`src/rtl/seg_xlate.sv`:
```
module seg_xlate #(
  parameter int VA_W  = 14,
  parameter int SEG_W = 2,
  parameter int PA_W  = 16
) (
  input  logic             clk,
  input  logic             rst_n,
  input  logic             req_valid,
  input  logic [VA_W-1:0]  req_vaddr,
  input  logic [1:0]       req_kind,
  input  logic             cfg_we,
  input  logic [SEG_W-1:0] cfg_seg,
  input  logic [1:0]       cfg_field,
  input  logic [PA_W-1:0]  cfg_data,
  output logic             rsp_valid,
  output logic [PA_W-1:0]  rsp_paddr,
  output logic             rsp_ok,
  output logic [1:0]       rsp_cause
);
  localparam int OFF_W = VA_W - SEG_W;
  localparam int NSEG  = 1 << SEG_W;
  localparam int LEN_W = OFF_W + 1;

  localparam logic [1:0] C_NONE  = 2'd0;
  localparam logic [1:0] C_BOUND = 2'd1;
  localparam logic [1:0] C_PERM  = 2'd2;
  localparam logic [1:0] C_INVAL = 2'd3;

  logic [PA_W-1:0]  base_q [NSEG];
  logic [LEN_W-1:0] len_q  [NSEG];
  logic [2:0]       perm_q [NSEG];

  for (genvar i = 0; i < NSEG; i++) begin : g_entry
    always_ff @(posedge clk) begin
      if (!rst_n) begin
        base_q[i] <= '0;
        len_q[i]  <= '0;
        perm_q[i] <= '0;
      end else if (cfg_we && cfg_seg == SEG_W'(i)) begin
        case (cfg_field)
          2'd0:    base_q[i] <= cfg_data;
          2'd1:    len_q[i]  <= cfg_data[LEN_W-1:0];
          2'd2:    perm_q[i] <= cfg_data[2:0];
          default: ;
        endcase
      end
    end
  end

  logic [SEG_W-1:0] seg;
  logic [OFF_W-1:0] off;
  logic [PA_W-1:0]  e_base;
  logic [LEN_W-1:0] e_len;
  logic [2:0]       e_perm;
  logic             allow, in_range;
  logic [1:0]       cause_d;

  assign seg      = req_vaddr[VA_W-1 -: SEG_W];
  assign off      = req_vaddr[OFF_W-1:0];
  assign e_base   = base_q[seg];
  assign e_len    = len_q[seg];
  assign e_perm   = perm_q[seg];
  assign in_range = {1'b0, off} < e_len;

  always_comb begin
    case (req_kind)
      2'd0:    allow = e_perm[0];
      2'd1:    allow = e_perm[1];
      2'd2:    allow = e_perm[2];
      default: allow = 1'b0;
    endcase
  end

  assign cause_d = (e_len == '0) ? C_INVAL :
                   !in_range     ? C_BOUND :
                   !allow        ? C_PERM  : C_NONE;

  always_ff @(posedge clk) begin
    if (!rst_n) begin
      rsp_valid <= 1'b0;
      rsp_paddr <= '0;
      rsp_ok    <= 1'b0;
      rsp_cause <= C_NONE;
    end else begin
      rsp_valid <= req_valid;
      rsp_ok    <= req_valid && cause_d == C_NONE;
      rsp_cause <= req_valid ? cause_d : C_NONE;
      rsp_paddr <= (req_valid && cause_d == C_NONE) ? e_base + PA_W'(off) : '0;
    end
  end

  p_latency_r2: assert property (@(posedge clk) disable iff (!rst_n)
    req_valid |=> rsp_valid);
  p_quiet_r2: assert property (@(posedge clk) disable iff (!rst_n)
    !rsp_valid |-> (rsp_paddr == '0 && rsp_cause == C_NONE && !rsp_ok));
  p_fault_zero_r4: assert property (@(posedge clk) disable iff (!rst_n)
    (rsp_valid && !rsp_ok) |-> (rsp_paddr == '0 && rsp_cause != C_NONE));
  p_ro_write_r5: assert property (@(posedge clk) disable iff (!rst_n)
    (req_valid && req_kind == 2'd1 && !e_perm[1] && e_len != '0 && in_range)
      |=> (rsp_cause == C_PERM && !rsp_ok));
  p_bound_first_r6: assert property (@(posedge clk) disable iff (!rst_n)
    (req_valid && e_len != '0 && !in_range) |=> rsp_cause == C_BOUND);
  p_invalid_r7: assert property (@(posedge clk) disable iff (!rst_n)
    (req_valid && e_len == '0) |=> rsp_cause == C_INVAL);
  p_len_load_r8: assert property (@(posedge clk) disable iff (!rst_n)
    (cfg_we && cfg_field == 2'd1 && cfg_seg == '0) |=> len_q[0] == $past(cfg_data[LEN_W-1:0]));
endmodule

```
`config.mk`:
```
export PLATFORM = sky130hd
export DESIGN_NAME = seg_xlate
export DESIGN_NICKNAME = d
export VERILOG_FILES = /design/src/rtl/seg_xlate.sv
export SDC_FILE = /design/constraint.sdc
export NUM_CORES = 1
export LEC_CHECK = 0
export ABC_AREA = 0
export BUFFER_PORTS_ARGS = -buffer_cell sky130_fd_sc_hd__buf_4
export CAP_MARGIN = 25
export CORE_UTILIZATION = 34
export CTS_BUF_LIST = sky130_fd_sc_hd__clkbuf_4 sky130_fd_sc_hd__clkbuf_8 sky130_fd_sc_hd__clkbuf_16
export DETAILED_ROUTE_END_ITERATION = 10
export SYNTH_ARGS = -nofsm -noshare
export SYNTH_HDL_FRONTEND = slang
export SYNTH_SLANG_ARGS = --single-unit
```
`constraint.sdc`:
```
create_clock -name clk -period 8.3 [get_ports clk]
set_input_delay 2.49 -clock clk [delete_from_list [all_inputs] [get_ports clk]]
set_output_delay 2.49 -clock clk [all_outputs]
set_load 0.05 [all_outputs]
```
==> out/results.tsv <==
metric	value	unit
pre_cts_slack	2620	ps
async_flop_share	0	%
insertedDiodeCount	0	
synth-seq-cells	148	
drt_pass1_iterations	4	
cts_hold_buf	0	
p_per_area	209	mW/mm^2
rsz0062_at_grt	false	
syn-cell-area	0.00723	mm^2
htreeDepth	4	
synth.avg_cell_area	13.8	um^2
r2r_end	rsp_paddr[10]$_SDFF_PN0_	
dp_cells	847	
ys_seq_area_share	58.7	%
syn2layout_area_growth	17.9	%
regArea	0.00424	mm^2
die_h	148	um
critical-path-max-stage-delay	630	ps
period_minus_slack	5210	ps
drc	0	
synthSimpleGateAreaFrac	18.0	%
via_per_inst	4.92	
start_util	35.2	%
postCtsSetupBuffers	0	
wl	15.8	mm
insertion_delay	410	ps
tritoncts	yes	
maxSlewViolCount	0	
crit_path_end_kind	flop	
critPathLaunchType	input port	
rows	52	
io_buffers	59	
drive_gt1_share	23.2	%
setup_viol	0	
synth_edf_count	128	
hpwl	11.1	mm
fin_nets	660	
vias	4318	
cts.repair.resized	0	
required	8630	ps
reg2reg_depth	9	
routabilityCongestion	0.811	
cts_buffers	17	
cts_root_buffer	clkbuf_16	
coreArea	0.0206	mm^2
yosys_warnings	0	
synth_cell_types	58	
overflow	0	
critPathMaxFanout	32	
post-route-util	41.5	%
cts_buffer_depth	2	
startpoint	req_vaddr[12]	
design.die.area	0.0219	mm^2
hold_violations	0	
muxShareOfSynthArea	10.4	%
grt_pass1_vias	4452	
grt_usage	15.3	%
tns	0	ps
hold_path.class	reg2reg	
synthCells	526	
setup_ws	3090	ps
arrival	5540	ps
fin_crit_sh	62.8	%
synth_top_family_by_area	simple AND/OR/NAND/NOR gates	
cp_slowest_cell	mux4_2	
synthAdderAreaFrac	4.26	%
multiInputGateArea	0.00280	mm^2
drv_cap	0	
crit_end	rsp_paddr[10]$_SDFF_PN0_	
synth_flop_cell	edfxtp_1	
clk_pin_slew_worst_paths	60	ps
timing.rr.start	len_q[2][4]$_SDFFCE_PN0P_	
io_pins	60	
regToRegSetupSlack	5460	ps
crit_chain	buf_4 -> mux4_2 -> inv_1 -> ha_1 -> a211oi_1 -> nand2_1 -> o21ai_1 -> a31oi_2 -> nor3_2 -> nor3b_1	
cts_sinks	148	
grt_max_degree	33	
drt_iter0_markers	273	
final_antenna_net_count	0	
maxSlewHeadroom	33.9	%
power.leakage	3.20	nW
worstMarginPinSlew	988	ps
irDropWorstVdd	110	uV
antenna_found_initial	0	
grt_pass1_wl	24.5	mm
fillers	1932	
status	complete, no violations	
wl_per_cell	18.0	um
fmax	192	MHz
dieWidth	148	um
syn_nets	590	
criticalPathCategory	in2reg	
total_power	1.78	mW
skew	6.79	ps
synth_xor_area_share	0.727	%
fin_cells	877	
synth_compound_area_share	5.33	%
[final cells by class]
type                       count  share of cell area (%)
sequential                   148                    49.8
clock inverter                 9                   0.763
multi-input combinational    339                    32.9
timing repair buffer          71                    6.43
inverter                      19                   0.866
clock buffer                  21                    5.34
tap                          270                    3.96
[report_power, final]
| part | total [mW] | switching, mW | internal [mW] |
|---|---|---|---|
| clock | 0.684 | 0.270 | 0.414 |
| sequential | 0.861 | 0.0107 | 0.850 |
| combinational | 0.233 | 0.137 | 0.0961 |
[stage by stage]
step,hold slack [ps],area [um^2]
2_1_floorplan,761,7230
3_3_place_gp,848,7960
3_5_place_dp,848,8010
4_1_cts,862,8530
5_1_grt,899,8530
6_report,861,8530
[registers in the layout, summed over array words and instances (netlist names)]
name and count:
base_q 64, len_q 52, rsp_paddr 16, perm_q 12
rsp_cause 2, rsp_ok 1, rsp_valid 1
[cell families after synthesis]
logic type,Yosys count
flip-flops,148
AO/OA/AOI/OAI,61
AND/OR/NAND/NOR,213
XOR/XNOR,6
adder cells (fa/ha/maj),24
buffers and inverters,39
multiplexers,35
[layout by cell type, fill, tap and decap left out, types with 3 or more instances in the layout]
master     instances
and2_1           133
edfxtp_1         128
buf_4             67
mux4_2            32
ha_1              23
dfxtp_1           20
nor2_1            19
clkbuf_16         17
nand2_1           16
a21oi_1           15
inv_1             14
o21ai_1           14
o21ai_0            7
nand3b_1           6
nand2b_1           6
clkinv_1           6
nand3_1            5
and3_1             4
a21o_1             4
xor2_1             4
nor4_1             4
clkbuf_4           4
buf_6              4
inv_2              3
clkinv_2           3
a21boi_1           3
o21a_1             3
[routing by layer]
layer  global-route usage (%)  share of wire [%]  vias up
met2                     24.2                 47      125
met4                     6.65                2.2        0
li1                         -                  -     2079
met1                     20.2                 45     2091
met5                        0                  0        -
met3                     3.43                5.3       23
[worst max-delay path: cells and delay by family]
kind | cells | cell delay, ps
compound gates | 3 | 580
fa+ha+maj | 1 | 260
buf+inv | 2 | 600
mux | 1 | 630
simple gates | 3 | 960
[worst min path at each step]
stage | startpoint | to | slack [ps] | depth (start not counted)
2_1_floorplan | base_q[2][0]$_SDFFCE_PN0P_ | rsp_paddr[0]$_SDFF_PN0_ | 760 | 3
3_3_place_gp | base_q[2][14]$_SDFFCE_PN0P_ | rsp_paddr[14]$_SDFF_PN0_ | 850 | 4
5_1_grt | len_q[2][4]$_SDFFCE_PN0P_ | rsp_cause[0]$_SDFF_PN0_ | 900 | 3
3_5_place_dp | base_q[3][14]$_SDFFCE_PN0P_ | rsp_paddr[14]$_SDFF_PN0_ | 850 | 4
6_report | base_q[3][14]$_SDFFCE_PN0P_ | rsp_paddr[14]$_SDFF_PN0_ | 860 | 4
4_1_cts | base_q[3][14]$_SDFFCE_PN0P_ | rsp_paddr[14]$_SDFF_PN0_ | 860 | 4
[cell usage after synthesis (all sizes together), types with 3 or more instances]
cell type	instances	share of area, %
and2	134	12
edfxtp	128	53
mux4	32	10
ha	23	4.0
o21ai	21	1.5
dfxtp	20	5.5
nor2	19	0.99
inv	17	0.88
nand2	16	0.83
a21oi	15	1.0
clkbuf	12	0.62
buf	8	0.93
nand2b	6	0.52
nand3b	6	0.62
nor4	6	0.81
nand3	5	0.35
a21boi	4	0.42
a21o	4	0.42
and3	4	0.35
nor3	4	0.42
xor2	4	0.48
nand4	3	0.47
o21a	3	0.31
Note: power is estimated with default switching activity, not from simulation.
